`config.mk`:
```
export PLATFORM = sky130hd
export DESIGN_NAME = ser_tx
export DESIGN_NICKNAME = d
export VERILOG_FILES = /design/src/rtl/ser_tx_pkg.sv /design/src/rtl/ser_tx_cfg.sv /design/src/rtl/ser_tx_parity.sv /design/src/rtl/ser_tx_fsm.sv /design/src/rtl/ser_tx.sv
export SDC_FILE = /design/constraint.sdc
export NUM_CORES = 1
export LEC_CHECK = 0
export CAP_MARGIN = 30
export CELL_PAD_IN_SITES_DETAIL_PLACEMENT = 1
export CELL_PAD_IN_SITES_GLOBAL_PLACEMENT = 1
export CORE_UTILIZATION = 36
export DETAILED_ROUTE_END_ITERATION = 8
export GPL_TIMING_DRIVEN = 0
export PLACE_DENSITY = 0.75
export SETUP_SLACK_MARGIN = 0.4
export SYNTH_ARGS = -nofsm -noshare
export SYNTH_HDL_FRONTEND = slang
export SYNTH_SLANG_ARGS = --single-unit
```
`constraint.sdc`:
```
create_clock -name clk -period 2.2 [get_ports clk]
set_clock_uncertainty 0.05 [all_clocks]
set_input_delay 0.33 -clock clk [delete_from_list [all_inputs] [get_ports clk]]
set_output_delay 0.33 -clock clk [all_outputs]
set_load 0.03 [all_outputs]
```
`src/rtl/ser_tx_pkg.sv`:
```
package ser_tx_pkg;

    typedef enum logic [1:0] {
        PAR_NONE = 2'b00,
        PAR_ZERO = 2'b01,
        PAR_ODD  = 2'b10,
        PAR_EVEN = 2'b11
    } par_mode_e;

    typedef enum logic [2:0] {
        ST_IDLE,
        ST_ARM,
        ST_START,
        ST_DATA,
        ST_PARITY,
        ST_STOP,
        ST_DONE
    } tx_state_e;

endpackage

```
`src/rtl/ser_tx_cfg.sv`:
```
module ser_tx_cfg
    import ser_tx_pkg::*;
(
    input  logic       clk,
    input  logic       rst_n,
    input  logic       open_i,
    input  logic [1:0] sel_i,
    output par_mode_e  mode_o
);

    // The select passes through only while transmission is not active.
    always_ff @(posedge clk) begin
        if (!rst_n) begin
            mode_o <= PAR_NONE;
        end else if (open_i) begin
            mode_o <= par_mode_e'(sel_i);
        end
    end

endmodule

```
`src/rtl/ser_tx_parity.sv`:
```
module ser_tx_parity
    import ser_tx_pkg::*;
#(
    parameter int DATA_BITS = 8
) (
    input  par_mode_e              mode_i,
    input  logic [DATA_BITS-1:0]   data_i,
    output logic                   bit_o,
    output logic                   present_o
);

    logic ones_odd;

    assign ones_odd = ^data_i;

    always_comb begin
        unique case (mode_i)
            PAR_NONE: begin
                bit_o     = 1'b0;
                present_o = 1'b0;
            end
            PAR_ZERO: begin
                bit_o     = 1'b0;
                present_o = 1'b1;
            end
            PAR_ODD: begin
                bit_o     = ~ones_odd;
                present_o = 1'b1;
            end
            PAR_EVEN: begin
                bit_o     = ones_odd;
                present_o = 1'b1;
            end
            default: begin
                bit_o     = 1'b0;
                present_o = 1'b0;
            end
        endcase
    end

endmodule

```
`src/rtl/ser_tx_fsm.sv`:
```
module ser_tx_fsm
    import ser_tx_pkg::*;
#(
    parameter int DATA_BITS = 8
) (
    input  logic                 clk,
    input  logic                 rst_n,
    input  logic                 go_i,
    input  logic                 wr_stb_i,
    input  logic [DATA_BITS-1:0] wr_data_i,
    input  logic                 tick_i,
    input  logic                 par_bit_i,
    input  logic                 par_present_i,
    output logic                 txd_o,
    output logic                 busy_o,
    output logic                 done_o
);

    localparam int CNT_W = (DATA_BITS > 1) ? $clog2(DATA_BITS) : 1;
    localparam logic [CNT_W-1:0] LAST_IDX = CNT_W'(DATA_BITS - 1);

    tx_state_e              state_q;
    tx_state_e              state_d;
    logic [DATA_BITS-1:0]   shreg_q;
    logic [CNT_W-1:0]       cnt_q;
    logic                   par_q;
    logic                   has_par_q;
    logic                   accept;

    assign accept = (state_q == ST_IDLE) && wr_stb_i && go_i;

    // State register
    always_ff @(posedge clk) begin
        if (!rst_n) begin
            state_q <= ST_IDLE;
        end else begin
            state_q <= state_d;
        end
    end

    // Frame datapath: byte, bit index and parity are fixed at acceptance
    always_ff @(posedge clk) begin
        if (!rst_n) begin
            shreg_q   <= '0;
            cnt_q     <= '0;
            par_q     <= 1'b0;
            has_par_q <= 1'b0;
        end else if (accept) begin
            shreg_q   <= wr_data_i;
            cnt_q     <= '0;
            par_q     <= par_bit_i;
            has_par_q <= par_present_i;
        end else if (state_q == ST_DATA && tick_i) begin
            shreg_q <= shreg_q >> 1;
            cnt_q   <= cnt_q + 1'b1;
        end
    end

    // Next-state logic
    always_comb begin
        state_d = state_q;
        unique case (state_q)
            ST_IDLE: begin
                if (accept) state_d = ST_ARM;
            end
            ST_ARM: begin
                if (tick_i) state_d = ST_START;
            end
            ST_START: begin
                if (tick_i) state_d = ST_DATA;
            end
            ST_DATA: begin
                if (tick_i && cnt_q == LAST_IDX) begin
                    state_d = has_par_q ? ST_PARITY : ST_STOP;
                end
            end
            ST_PARITY: begin
                if (tick_i) state_d = ST_STOP;
            end
            ST_STOP: begin
                if (tick_i) state_d = ST_DONE;
            end
            ST_DONE: begin
                state_d = ST_IDLE;
            end
            default: begin
                state_d = ST_IDLE;
            end
        endcase
    end

    // Output logic
    always_comb begin
        txd_o  = 1'b1;
        busy_o = 1'b1;
        done_o = 1'b0;
        unique case (state_q)
            ST_IDLE: begin
                busy_o = 1'b0;
            end
            ST_ARM: begin
                txd_o = 1'b1;
            end
            ST_START: begin
                txd_o = 1'b0;
            end
            ST_DATA: begin
                txd_o = shreg_q[0];
            end
            ST_PARITY: begin
                txd_o = par_q;
            end
            ST_STOP: begin
                txd_o = 1'b1;
            end
            ST_DONE: begin
                done_o = 1'b1;
            end
            default: begin
                busy_o = 1'b0;
            end
        endcase
    end

endmodule

```
`src/rtl/ser_tx.sv`:
```
module ser_tx
    import ser_tx_pkg::*;
#(
    parameter int DATA_BITS = 8
) (
    input  logic                 clk,
    input  logic                 rst_n,
    input  logic                 unit_en,
    input  logic                 tx_en,
    input  logic [1:0]           par_sel,
    input  logic                 wr_stb,
    input  logic [DATA_BITS-1:0] wr_data,
    input  logic                 bit_tick,
    output logic                 txd,
    output logic                 busy,
    output logic                 done
);

    logic      tx_active;
    par_mode_e mode_q;
    logic      par_bit;
    logic      par_present;

    assign tx_active = unit_en & tx_en;

    ser_tx_cfg u_cfg (
        .clk    (clk),
        .rst_n  (rst_n),
        .open_i (~tx_active),
        .sel_i  (par_sel),
        .mode_o (mode_q)
    );

    ser_tx_parity #(.DATA_BITS(DATA_BITS)) u_par (
        .mode_i    (mode_q),
        .data_i    (wr_data),
        .bit_o     (par_bit),
        .present_o (par_present)
    );

    ser_tx_fsm #(.DATA_BITS(DATA_BITS)) u_fsm (
        .clk           (clk),
        .rst_n         (rst_n),
        .go_i          (tx_active),
        .wr_stb_i      (wr_stb),
        .wr_data_i     (wr_data),
        .tick_i        (bit_tick),
        .par_bit_i     (par_bit),
        .par_present_i (par_present),
        .txd_o         (txd),
        .busy_o        (busy),
        .done_o        (done)
    );

endmodule

```
# --- Word-level counts from Yosys, hierarchy flattened ---
# Cells that the tools add are included.
classes:
  eq_ne: 16
  muxes: 15
  add_sub_neg: 1
  n_reduce_logical: 13
  bitwise_logic: 3
ops:
  columns: ["op", "count"]
  rows:
  - ["2-to-1 mux 3 bit", 6]
  - ["one-hot mux 3 bit (6 select lines)", 1]
  - ["2-to-1 mux 8 bit", 2]
  - ["equality test 3 bit, second input constant", 4]
  - ["!= test 2 bit, second input constant", 5]
  - ["XOR reduction 8 bit", 1]
  - ["equality test 3 x 2 -> 1 bit, second input constant", 2]
  - ["one-hot mux 1 bit (3 select lines)", 2]
  - ["AND reduction 6 bit", 1]
  - ["OR reduction 6 bit", 1]
  - ["equality test 2 bit, second input constant", 2]
  - ["logical AND 1 bit", 4]
  - ["OR reduction 2 bit", 2]
  - ["adder 3 x 1 -> 3 bit, second input constant", 1]
  - ["equality test 3 x 1 -> 1 bit, second input constant", 1]
  - ["zero test 3 bit", 1]
  - ["2-to-1 mux 1 bit", 3]
  - ["OR reduction 3 bit", 1]
  - ["equality test 2 x 1 -> 1 bit, second input constant", 1]
  - ["zero test 2 bit", 1]
  - ["!= test 2 x 1 -> 1 bit, second input constant", 1]
  - ["NOT 1 bit", 2]
  - ["one-hot mux 1 bit (2 select lines)", 1]
  - ["nonzero test 2 bit", 1]
  - ["bitwise AND 1 bit", 1]
word_totals:
  output_inout_bits: 3
  reg_bits: 18
  wordCells: 54
  inputBits: 16

# --- Longest topological paths before layout ---
# Gate-level depths: netlist of run 1.
depth:
  ltp_word: 5
  depth_mapped: 6
  depth_no_buf: 5

# --- By module ---
# From an unflattened synthesis of run 1, not the netlist that was laid out.
hier_totals:
  hier_cells: 107
  area_unflattened_um2: 974.7
by_module_without_submodules:
  columns: ["mod", "seq_area_each_um2", "instances", "area_per_inst_um2", "cells_each"]
  rows:
  - ["ser_tx_fsm", 320.3, 1, 789.5, 89]
  - ["ser_tx_parity", 0.0, 1, 102.6, 10]
  - ["ser_tx_cfg", 40.0, 1, 72.6, 6]
  - ["ser_tx", 0.0, 1, 10.0, 2]

# --- Worst setup path after synthesis of run 1 ---
# No wires, ideal clock.
synth_path:
  path_kind: "register to output"
  startpoint: "register u_fsm.state_q[1]"
  endpoint: "output port txd"
  arrival_ns: 1.211
  slack_ns: 0.609
  n_path_buf: 1
  stages_incl_launch_ff: 6
  required_ns: 1.820
  cell_sequence: "dfxtp_1 clkbuf_1 nor2b_1 nand2b_1 a21oi_1 nor2_1"
synth_between:
  elab_chain_len: 2
  elab_cells_between_ends: 4
  classes_between: "eq/ne (3); mux (1)"
synth_lines:
  columns: ["element", "line", "rtl"]
  rows:
  - ["from (decl)", "ser_tx_fsm.sv:22", "tx_state_e state_q;"]
  - ["from (signal assigned)", "ser_tx_fsm.sv:37", "state_q <= state_d;"]
  - ["equality test 3 bit or equality test 3 x 2 -> 1 bit (tied branches)", "ser_tx_fsm.sv:97", "unique case (state_q)"]
  - ["one-hot mux 1 bit (3 select lines) (*)", "ser_tx_fsm.sv:97", null]
  - ["to (decl)", "ser_tx.sv:14", "output logic txd,"]
# Mark *: on every way between the ends. The rest lies on a longest branch, timed or not.

# --- Final worst setup path of run 1 ---
layout_path:
  startpoint: "input port wr_stb"
  endpoint: "register u_fsm.par_q"
layout_between:
  elab_chain_len: 2
layout_lines:
  columns: ["element", "line", "rtl"]
  rows:
  - ["from (decl)", "ser_tx.sv:11", "input logic wr_stb,"]
  - ["logical AND 1 bit (2 in a row)", "ser_tx_fsm.sv:30", "assign accept = (state_q == ST_IDLE) && wr_stb_i && go_i;"]
  - ["to (signal assigned)", "ser_tx_fsm.sv:51", "par_q <= par_bit_i;"]
  - ["to (decl)", "ser_tx_fsm.sv:26", "logic par_q;"]
# Every way passes these cells.
# A chain may end at the register's enable or synchronous reset.

==> results of run 1 <==
-- timing repair --
item	in CTS	in global routing
hold buffers	0	0
hold endpoints to repair	0	0
setup endpoints to repair	11	6
gates resized for setup	15	13
-- cell usage in the layout (no fill, tap or decap), types with 4 or more instances in the layout --
cell,synthesis,layout
sky130_fd_sc_hd__nand3_1,9,9
sky130_fd_sc_hd__a21oi_1,14,14
sky130_fd_sc_hd__clkdlybuf4s50_1,0,13
sky130_fd_sc_hd__nand2_1,19,19
sky130_fd_sc_hd__dfxtp_1,18,17
sky130_fd_sc_hd__nor3_1,5,4
sky130_fd_sc_hd__nor2_1,14,13
sky130_fd_sc_hd__xnor2_1,4,4
sky130_fd_sc_hd__clkbuf_4,0,4
sky130_fd_sc_hd__a22oi_1,5,5
-- per-stage QoR --
stage	setup WS, ns	hold WS [ns]
floorplan	0.609	0.389
global route	0.367	0.445
global placement	-0.0769	0.397
CTS	0.241	0.422
finish	0.431	0.416
detailed placement	-0.118	0.408
-- cell type report --
class,count,area (µm²),area share
buffer,5,25.0,0.0214
clock buffer,3,22.5,0.0193
inverter,1,3.75,0.00321
multi-input combinational,90,549,0.470
sequential,18,362,0.309
tap,28,35.0,0.0300
timing repair buffer,18,171,0.147
-- sequential cells by signal (all words and copies together) (netlist names) --
signal,flops
u_fsm.par_q,1
u_fsm.state_q,3
u_cfg.mode_o,2
u_fsm.shreg_q,8
u_fsm.cnt_q,3
u_fsm.has_par_q,1
-- final timing paths --
kind         slack [ns]             end        startpoint  cells after the start
min reg2reg        0.42  u_fsm.cnt_q[1]    u_fsm.cnt_q[1]                      2
max                0.43     u_fsm.par_q            wr_stb                      5
max reg2reg        0.52     u_fsm.par_q  u_fsm.state_q[2]                      4
min                0.42  u_fsm.cnt_q[1]    u_fsm.cnt_q[1]                      2
-- power groups by stage --
stage	Clock [mW]	Combinational, mW	Sequential (mW)
2_1_floorplan	0	0.0689	0.350
3_3_place_gp	0	0.121	0.352
3_5_place_dp	0	0.126	0.352
4_1_cts	0.170	0.124	0.345
5_1_grt	0.184	0.136	0.346
6_report	0.165	0.125	0.345
-- kinds of logic after synthesis --
family,Yosys count,share of synthesized area
flip-flops,18,0.394
buffers and inverters,6,0.0260
AO/OA/AOI/OAI,25,0.168
AND/OR/NAND/NOR,56,0.302
XOR/XNOR,7,0.0821
adder cells (fa/ha/maj),2,0.0274
-- layer usage --
layer | vias to the layer above | wire length [µm]
li1 | 442 | -
met5 | - | 0
met4 | 0 | 14
met2 | 12 | 1180
met1 | 432 | 1160
met3 | 2 | 75
-- worst min-delay path, delay by kind of cell (launching register included) --
kind	cells	cell delay [ns]
simple gates	1	0.05
flops	1	0.32
compound gates	1	0.05
==> results.txt, run 1 <==
----------------------------------------------------
[Global routing]
  GR Util All Layers ... 0.207
  Met1 global-route usage ... 0.242
  Number of global-route vias before repair ... 938
  GRT Residual Overflow ... 0
  Most used routing layer ... met2
  Antenna violations before repair ... 0
  Met3 GRT Util ... 0.0609
  Wire length of the first global-routing pass ... approximately 4 mm
  Maximum number of pins on one net before global-route repair ... 11
  Met2 layer usage reported by global route ... 0.363

[Synthesis]
  Most used flip-flop cell after synthesis ... sky130_fd_sc_hd__dfxtp_1
  Sequential-to-total area share from yosys stat ... 0.394
  Cell types with the largest area share after synthesis ... sky130_fd_sc_hd__dfxtp_1, sky130_fd_sc_hd__nand2_1, sky130_fd_sc_hd__a21oi_1
  Number of unique standard cell types used by synthesis ... 26
  Syn. warnings ... 0
  Post-synthesis net count ... ~130
  Flip-flop and latch count after synthesis ... 18
  Async set-or-reset flop fraction in the synthesized netlist ... 0
  Most frequent cell after synthesis ... sky130_fd_sc_hd__nand2_1
  Share of the synthesized area in the top cell type ... 0.394
  Avg Cell Area, Syn ... 8.02 µm²
  Mapped Area ... 915 µm²
  Leading area contributor after synthesis ... sky130_fd_sc_hd__dfxtp_1
  Leading post-synthesis cells by instance count ... sky130_fd_sc_hd__nand2_1, sky130_fd_sc_hd__dfxtp_1, sky130_fd_sc_hd__a21oi_1, sky130_fd_sc_hd__nor2_1, sky130_fd_sc_hd__nand3_1
  Synth Instances ... 114
  Count of flip-flops with a built-in enable after synthesis ... 0

[Power and ir drop]
  Sw frac ... 0.273
  Logic gate share of total power ... 0.197
  Fraction of power consumed by the clock network ... 0.259
  Power density normalized to cell area ... about 540 nW/µm²
  Portion of total power attributed to sequential cells ... 0.544
  Static Leakage ... about 0.46 nW
  Overall power after layout ... ~0.63 mW
  Max IR drop VDD ... 0.330 mV
  Net switching power of the design ... ~0.17 mW
  Cell internal pwr ... about 0.46 mW

[STA]
  Remaining max-slew budget at the tightest pin ... 0.640
  Unrepaired setup endpoints after global routing ... yes
  Worst Tran Pin Value ... ~0.54 ns
  Number of pins with negative max-slew slack in the final report ... 0
  Clock period minus final worst setup slack ... approximately 1.8 ns
  Setup Viol. Count Final ... 0
  Number of hold-slack violations in the final timing report ... 0
  Post-route setup TNS ... 0 ns
  Portion of the clock cycle consumed by the worst path in the final layout ... 0.804
  Achievable frequency ... ~570 MHz

[Setup path]
  Largest fanout on the critical path ... 5
  Required time at the endpoint of the critical path ... ~2.4 ns
  Cell with the largest stage delay on the worst path ... sky130_fd_sc_hd__or4b_4
  Crit path max-delay family ... simple AND/OR/NAND/NOR gates
  Maximum single-stage delay on the critical path ... approximately 0.56 ns
  Category of the most critical setup path ... input pin to flop
  Critical Path, Cell by Cell ... clkdlybuf4s50_1, nand4b_4, or3_4, or4b_4, o211ai_2
  Buffer and inverter count on the worst path ... 1
  Capturing element type of the critical path ... flop
  Startpoint Class ... input pin
  Crit path DAT ... between 1.5 and 2 ns

[Placement]
  Last weighted congestion value of the routability-driven placer ... 0.768
  Final HPWL DP ... approximately 1.8 mm
  Total instance count after detailed placement ... between 150 and 200
  Placed instance area ... roughly 1100 µm²
  Port buffer count ... 18

[Run status]
  Status ... finished, final reports clean

[Run]
  Max-cap viol count ... 0

[CTS]
  Count of H-tree levels built during CTS ... 1
  Root buf cell ... sky130_fd_sc_hd__clkbuf_4
  Clock buffers created by TritonCTS ... 3
  Post-CTS repair timing setup buffer count ... 0
  Clock latency on the worst-skew pair ... 0.30 ns
  Clock sink count ... 18
  Clock tree from TritonCTS ... yes
  CTS max path bufs ... 2
  CTS clk-pin slew, worst paths ... about 0.10 ns

[Final layout]
  Filler cell count in the final layout ... about 290
  Total non-filler cell area in the finished layout ... about 1200 µm²
  Final standard cell count with taps included and fillers excluded ... between 150 and 200
  Layout overhead on the synthesized area ... 27.8%
  ANT cells ... 0
  Fraction of final layout cells sized beyond drive strength 1 ... 0.133
  Final net count ... 155
  Final standard cell utilization of the core ... 0.509

[Die]
  Area of the core ... ~2300 µm²
  Floorplan die area ... between 2000 and 3000 µm²
  Die width ... approximately 52 µm
  Starting density of the core ... 0.398
  Height of the die ... roughly 52 µm
  IO Count ... 19
  Standard-cell rows ... 17

[Route]
  Antenna viol nets, final ... 0
  Post-route DRC ... 0
  Mean routed wirelength per cell ... ~15 µm
  Via/cell ratio ... approximately 5.4
  Number of optimization iterations in the first detailed-route pass ... 4
  Vias after detailed routing ... slightly below 900
  Total Routed Length ... approximately 2.4 mm
  Initial DRC count ... 21

[Worst hold path]
  Worst min-delay path class ... flop to flop

----------------------------------------------------
Power figures use the tool's default switching activity.
==> inputs of run 2 (changes only) <==
==> constraint.sdc (replaced) <==
create_clock -name clk -period 1.7 [get_ports clk]
set_clock_uncertainty 0.05 [all_clocks]
set_input_delay 0.255 -clock clk [delete_from_list [all_inputs] [get_ports clk]]
set_output_delay 0.255 -clock clk [all_outputs]
set_load 0.03 [all_outputs]
==> results.txt, run 2 (synthesis gave the netlist of run 1 again) <==
----------------------------------------------------
[Route]
  Total Routed Length ... 2.94 mm (was 2.43 mm)
  Via/cell ratio ... 5.35 (was 5.45)
  Post-route DRC ... 0 (unchanged)
  Number of optimization iterations in the first detailed-route pass ... 4 (unchanged)
  Initial DRC count ... 12 (was 21)
  Vias after detailed routing ... 957 (was 888)
  Mean routed wirelength per cell ... 16.4 µm (was 14.9 µm)
  Antenna viol nets, final ... 0 (unchanged)

[Die]
  IO Count ... 19 (unchanged)
  Height of the die ... 52.4 µm (unchanged)
  Starting density of the core ... 0.398 (unchanged)
  Area of the core ... 2300 µm² (unchanged)
  Standard-cell rows ... 17 (unchanged)
  Floorplan die area ... 2750 µm² (unchanged)
  Die width ... 52.4 µm (unchanged)

[Placement]
  Final HPWL DP ... 1.73 mm (was 1.80 mm)
  Total instance count after detailed placement ... 160 (unchanged)
  Port buffer count ... 18 (unchanged)
  Last weighted congestion value of the routability-driven placer ... 0.729 (was 0.768)

[STA]
  Achievable frequency ... between 600 and 700 MHz
  Portion of the clock cycle consumed by the worst path in the final layout ... 0.974
  Remaining max-slew budget at the tightest pin ... 0.778 (was 0.640)
  Worst Tran Pin Value ... 0.333 ns (was 0.539 ns)
  Number of hold-slack violations in the final timing report ... 0 (unchanged)
  Unrepaired setup endpoints after global routing ... yes (unchanged)
  Clock period minus final worst setup slack ... 1.66 ns
  Number of pins with negative max-slew slack in the final report ... 0 (unchanged)
  Hold Slack ... 0.302 ns (was 0.416 ns)
  Setup Viol. Count Final ... 0 (unchanged)

[Setup path]
  Startpoint of the most critical register-to-register path ... u_fsm.state_q[0] (was u_fsm.state_q[2])
  Crit path DAT ... 1.35 ns (was 1.95 ns)
  Startpoint Class ... flop (was input pin)
  Largest fanout on the critical path ... 2 (was 5)
  Required time at the endpoint of the critical path ... 1.39 ns (was 2.38 ns)
  Reg2Reg Setup Slack ... 0.09 ns (was 0.52 ns)
  Capturing element type of the critical path ... output port (was flop)
  Category of the most critical setup path ... flop to output port (was input pin to flop)
  Crit Reg-Reg Endpoint ... u_fsm.par_q (unchanged)
  Depth of the worst register-to-register path ... 4 (unchanged)

[Global routing]
  Antenna violations before repair ... 0 (unchanged)
  Number of global-route vias before repair ... 945 (was 938)
  GRT Residual Overflow ... 0 (unchanged)
  Wire length of the first global-routing pass ... 4.51 mm (was 4.09 mm)
  GR Util All Layers ... 0.228 (was 0.207)
  Maximum number of pins on one net before global-route repair ... 11 (unchanged)

[Final layout]
  ANT cells ... 0 (unchanged)
  Most common cell after layout, fill and taps aside ... sky130_fd_sc_hd__nand2_1 (unchanged)
  Number of flip-flops under the largest register name ... 8 (unchanged)
  Biggest regs ... u_fsm.shreg_q x8, u_fsm.cnt_q x3, u_fsm.state_q x3 (unchanged)
  Top reg by flops ... u_fsm.shreg_q (unchanged)
  Final standard cell count with taps included and fillers excluded ... 179 (was 163)
  Layout overhead on the synthesized area ... 57.5% (was 27.8%)
  Filler cell count in the final layout ... 280 (was 289)
  Final net count ... 171 (was 155)
  Fraction of final layout cells sized beyond drive strength 1 ... 0.344 (was 0.133)
  Highest-count cells in the layout ignoring fill and taps ... sky130_fd_sc_hd__nand2_1, sky130_fd_sc_hd__dfxtp_1, sky130_fd_sc_hd__buf_4 (was sky130_fd_sc_hd__nand2_1, sky130_fd_sc_hd__dfxtp_1, sky130_fd_sc_hd__a21oi_1)

[Run]
  Max-cap viol count ... 0 (unchanged)

[Power and ir drop]
  Power density normalized to cell area ... 607 nW/µm² (was 543 nW/µm²)
  Static Leakage ... 0.607 nW (was 0.457 nW)
  Overall power after layout ... 0.875 mW (was 0.635 mW)
  Max IR drop VDD ... 0.636 mV (was 0.330 mV)

[Worst hold path]
  Instance count along the most critical hold path ... 3 (was 2)
  Worst min-delay path class ... input pin to flop (was flop to flop)
  Worst hold path startpoint ... rst_n (was u_fsm.cnt_q[1])
  Worst-case hold path end point ... u_fsm.state_q[0] (was u_fsm.cnt_q[1])

[CTS]
  Clock latency on the worst-skew pair ... 0.30 ns (about the same)
  Count of H-tree levels built during CTS ... 1 (unchanged)
  CTS max path bufs ... 2 (unchanged)
  CTS clk-pin slew, worst paths ... 0.10 ns (about the same)
  Root buf cell ... sky130_fd_sc_hd__clkbuf_4 (unchanged)
  Clock sink count ... 18 (unchanged)
  Clock buffers created by TritonCTS ... 3 (unchanged)
  Clock tree from TritonCTS ... yes (unchanged)

[Run status]
  Status ... finished, final reports clean (unchanged)

----------------------------------------------------
run 2: final cells by class:
cell class | count | area [µm²] | share of cell area
Multi-Input combinational cell | 90 | 647 | 0.449
Buffer | 5 | 48.8 | 0.0339
Sequential cell | 18 | 365 | 0.254
Timing Repair Buffer | 34 | 318 | 0.221
Tap cell | 28 | 35.0 | 0.0243
Inverter | 1 | 3.75 | 0.00261
Clock buffer | 3 | 22.5 | 0.0156
run 2: worst max-delay path, cell delays in order (launching register included):
cell,delay (ns)
sky130_fd_sc_hd__dfxtp_2,0.34
sky130_fd_sc_hd__buf_8,0.12
sky130_fd_sc_hd__nor2b_4,0.11
sky130_fd_sc_hd__nand2b_1,0.09
sky130_fd_sc_hd__a21oi_2,0.21
sky130_fd_sc_hd__nor2_4,0.05
sky130_fd_sc_hd__buf_6,0.14
run 2: through the flow:
| stage | setup slack (ns) | utilization | area [µm²] | setup TNS [ns] |
|---|---|---|---|---|
| after floorplan | 0.153 | - | 937 | 0 |
| after global placement | -0.494 | 0.502 | 1150 | -4.86 |
| after detailed placement | -0.568 | 0.502 | 1150 | -5.42 |
| after CTS | 0.0642 | 0.583 | 1340 | 0 |
| after global routing | -0.0166 | 0.627 | 1440 | -0.0166 |
| final | 0.0439 | 0.627 | 1440 | 0 |
run 2: metal layers:
metal,share of wire,track usage,up-vias
li1,-,-,475
met4,0.0061,0.0395,0
met5,0,0,-
met3,0.025,0.0609,5
met1,0.46,0.292,466
met2,0.51,0.384,11
run 2: what timing repair did:
| action | in CTS | in global routing |
|---|---|---|
| setup endpoints to repair | 20 | 21 |
| hold buffers | 0 | 0 |
| setup buffers | 7 | 8 |
| pin swaps | 3 | 9 |
| gates cloned | 1 | 0 |
| gates resized for setup | 51 | 11 |
run 2: power by group:
| group | internal, mW | switching, mW | leakage [nW] |
|---|---|---|---|
| sequential | 0.435 | 0.0108 | 0.148 |
| combinational | 0.112 | 0.104 | 0.445 |
| clock | 0.0827 | 0.130 | 0.0138 |
run 2: worst max path at each step:
| stage | slack, ns | endpoint | from | cells after the start |
|---|---|---|---|---|
| finish | 0.04 | txd | u_fsm.state_q[1] | 6 |
| global route | -0.02 | txd | u_fsm.state_q[1] | 6 |
| CTS | 0.06 | txd | u_fsm.state_q[1] | 6 |
| detailed placement | -0.57 | u_fsm.par_q | tx_en | 5 |
| global placement | -0.49 | u_fsm.shreg_q[2] | tx_en | 5 |
| floorplan | 0.15 | u_fsm.par_q | u_fsm.state_q[2] | 4 |
==> inputs of run 3 (changes only) <==
--- a/config.mk
+++ b/config.mk
@@ -5,13 +5,15 @@
 export SDC_FILE = /design/constraint.sdc
 export NUM_CORES = 1
 export LEC_CHECK = 0
+export ABC_CLOCK_PERIOD_IN_PS = 1700
 export CAP_MARGIN = 30
 export CELL_PAD_IN_SITES_DETAIL_PLACEMENT = 1
 export CELL_PAD_IN_SITES_GLOBAL_PLACEMENT = 1
 export CORE_UTILIZATION = 36
 export DETAILED_ROUTE_END_ITERATION = 8
 export GPL_TIMING_DRIVEN = 0
-export PLACE_DENSITY = 0.75
+export MAX_ROUTING_LAYER = met4
+export PLACE_DENSITY = 0.78
 export SETUP_SLACK_MARGIN = 0.4
 export SYNTH_ARGS = -nofsm -noshare
 export SYNTH_HDL_FRONTEND = slang
==> results.txt, run 3 (synthesis gave the netlist of run 1 again) <==
----------------------------------------------------
[Die]
  IO Count ... 19 (unchanged)
  Height of the die ... 52.4 µm (unchanged)
  Starting density of the core ... 0.398 (unchanged)
  Standard-cell rows ... 17 (unchanged)
  Area of the core ... 2300 µm² (unchanged)
  Die width ... 52.4 µm (unchanged)
  Floorplan die area ... 2750 µm² (unchanged)

[Final layout]
  Number of flip-flops under the largest register name ... 8 (unchanged)
  Filler cell count in the final layout ... 260 (was 280)
  Top reg by flops ... u_fsm.shreg_q (unchanged)
  Fraction of final layout cells sized beyond drive strength 1 ... 0.429 (was 0.344)
  Area occupied by multi-input gates ... 694 µm² (was 647 µm²)
  Total non-filler cell area in the finished layout ... 1530 µm² (was 1440 µm²)
  FF/Latch Area ... 367 µm² (was 365 µm²)
  Biggest regs ... u_fsm.shreg_q x8, u_fsm.cnt_q x3, u_fsm.state_q x3 (unchanged)
  Final standard cell count with taps included and fillers excluded ... 182 (was 179)
  Final standard cell utilization of the core ... 0.664 (was 0.627)
  ANT cells ... 0 (unchanged)
  Layout overhead on the synthesized area ... 66.9% (was 57.5%)
  Final net count ... 173 (was 171)
  Highest-count cells in the layout ignoring fill and taps ... sky130_fd_sc_hd__nand2_1, sky130_fd_sc_hd__dfxtp_1, sky130_fd_sc_hd__buf_4 (unchanged)

[STA]
  Hold Slack ... 0.384 ns (was 0.302 ns)
  Post-route setup TNS ... 0 ns (unchanged)
  Achievable frequency ... 602 MHz (was 604 MHz)
  Smallest setup slack after layout ... 0.0399 ns (was 0.0439 ns)
  Unrepaired setup endpoints after global routing ... yes (unchanged)
  Portion of the clock cycle consumed by the worst path in the final layout ... 0.977 (was 0.974)
  Remaining max-slew budget at the tightest pin ... 0.782 (was 0.778)
  Setup Viol. Count Final ... 0 (unchanged)
  Clock period minus final worst setup slack ... 1.66 ns (about the same)
  Number of pins with negative max-slew slack in the final report ... 0 (unchanged)
  Number of hold-slack violations in the final timing report ... 0 (unchanged)
  Worst Tran Pin Value ... 0.326 ns (was 0.333 ns)

[Worst hold path]
  Worst min-delay path class ... input pin to flop (unchanged)
  Instance count along the most critical hold path ... 3 (unchanged)
  Worst hold path startpoint ... unit_en (was rst_n)
  Worst-case hold path end point ... u_cfg.mode_o[1] (was u_fsm.state_q[0])

[Setup path]
  Crit Reg-Reg Endpoint ... u_fsm.par_q (unchanged)
  Startpoint of the most critical register-to-register path ... u_fsm.state_q[2] (was u_fsm.state_q[0])
  Depth of the worst register-to-register path ... 4 (unchanged)
  Category of the most critical setup path ... flop to output port (unchanged)
  Capturing element type of the critical path ... output port (unchanged)
  Largest fanout on the critical path ... 5 (was 2)
  Startpoint Class ... flop (unchanged)
  Crit path DAT ... 1.36 ns (was 1.35 ns)
  Reg2Reg Setup Slack ... 0.05 ns (was 0.09 ns)
  Required time at the endpoint of the critical path ... 1.39 ns (about the same)

[CTS]
  Clock buffers created by TritonCTS ... 3 (unchanged)
  CTS clk-pin slew, worst paths ... 0.11 ns (was 0.10 ns)
  Clock sink count ... 18 (unchanged)
  Root buf cell ... sky130_fd_sc_hd__clkbuf_4 (unchanged)
  Clock latency on the worst-skew pair ... 0.30 ns (about the same)
  Count of H-tree levels built during CTS ... 1 (unchanged)
  CTS max path bufs ... 2 (unchanged)
  Clock tree from TritonCTS ... yes (unchanged)
  Number of hold buffers added after cts ... 0 (unchanged)

[Route]
  Initial DRC count ... 26 (was 12)
  Mean routed wirelength per cell ... 21.3 µm (was 16.4 µm)
  Total Routed Length ... 3.89 mm (was 2.94 mm)
  Post-route DRC ... 0 (unchanged)
  Via/cell ratio ... 5.74 (was 5.35)
  Vias after detailed routing ... 1044 (was 957)
  Number of optimization iterations in the first detailed-route pass ... 5 (was 4)
  Antenna viol nets, final ... 0 (unchanged)

[Global routing]
  GRT Residual Overflow ... 0 (unchanged)
  Number of global-route vias before repair ... 1035 (was 945)
  Antenna violations before repair ... 0 (unchanged)
  Wire length of the first global-routing pass ... 4.84 mm (was 4.51 mm)
  GR Util All Layers ... 0.259 (was 0.228)
  Maximum number of pins on one net before global-route repair ... 11 (unchanged)

[Power and ir drop]
  Static Leakage ... 0.625 nW (was 0.607 nW)
  Portion of total power attributed to sequential cells ... 0.461 (was 0.510)
  Sw frac ... 0.286 (was 0.280)
  Max IR drop VDD ... 0.496 mV (was 0.636 mV)
  Power density normalized to cell area ... 638 nW/µm² (was 607 nW/µm²)
  Overall power after layout ... 0.974 mW (was 0.875 mW)
  Net switching power of the design ... 0.279 mW (was 0.245 mW)
  Logic gate share of total power ... 0.261 (was 0.247)
  Cell internal pwr ... 0.696 mW (was 0.630 mW)
  Fraction of power consumed by the clock network ... 0.277 (was 0.243)

[Run status]
  Status ... finished, final reports clean (unchanged)

[Placement]
  Placement Setup Slack ... -0.557 ns (was -0.568 ns)
  Last weighted congestion value of the routability-driven placer ... 0.799 (was 0.729)
  Placed instance area ... 1150 µm² (unchanged)
  Port buffer count ... 18 (unchanged)
  Total instance count after detailed placement ... 160 (unchanged)
  Final HPWL DP ... 1.85 mm (was 1.73 mm)

[Run]
  Max-cap viol count ... 0 (unchanged)

----------------------------------------------------
==> run 3: worst max-delay path by stage <==
stage | cells past startpoint | to | from | slack (ns)
after floorplan | 4 | u_fsm.par_q | u_fsm.state_q[2] | 0.15
after global placement | 5 | u_fsm.shreg_q[3] | tx_en | -0.50
after detailed placement | 5 | u_fsm.par_q | tx_en | -0.56
after CTS | 4 | u_fsm.par_q | u_fsm.state_q[2] | 0.04
after global routing | 6 | txd | u_fsm.state_q[1] | 0.01
final | 6 | txd | u_fsm.state_q[1] | 0.04
==> run 3: metal layers <==
| layer | vias up | track usage | part of all wire |
|---|---|---|---|
| met5 | - | - | 0 |
| met4 | 0 | 0.0965 | 0.011 |
| met3 | 4 | 0.0783 | 0.034 |
| met2 | 27 | 0.475 | 0.54 |
| met1 | 530 | 0.255 | 0.42 |
| li1 | 483 | - | - |
==> run 3: final cells by class <==
cell class	instances	area share
repair buffers	36	0.218
multi-input cells	90	0.455
flip-flops and latches	18	0.240
plain buffers	5	0.0377
inverters	1	0.00246
clock buffers	4	0.0238
well taps	28	0.0230
==> run 3: timing repair <==
action | in CTS | in global routing
endpoints found under the setup margin | 20 | 19
gates cloned | 1 | 0
buffers inserted | 10 | 7
hold endpoints to repair | 0 | 0
pin swaps | 5 | 15
gates resized for setup | 47 | 34
==> run 3: worst max-delay path, cell delays in order (launching register included) <==
cell	delay (ns)
sky130_fd_sc_hd__dfxtp_2	0.35
sky130_fd_sc_hd__buf_8	0.13
sky130_fd_sc_hd__nor2b_4	0.11
sky130_fd_sc_hd__nand2b_1	0.10
sky130_fd_sc_hd__a21oi_2	0.19
sky130_fd_sc_hd__nor2_4	0.05
sky130_fd_sc_hd__buf_6	0.13
==> run 3: power groups by stage <==
stage / Combinational [mW] / Clock (mW) / Sequential (mW)
final: 0.255 / 0.270 / 0.450
after global routing: 0.267 / 0.291 / 0.451
after CTS: 0.210 / 0.280 / 0.446
after detailed placement: 0.168 / 0 / 0.457
after global placement: 0.162 / 0 / 0.455
after floorplan: 0.0939 / 0 / 0.453
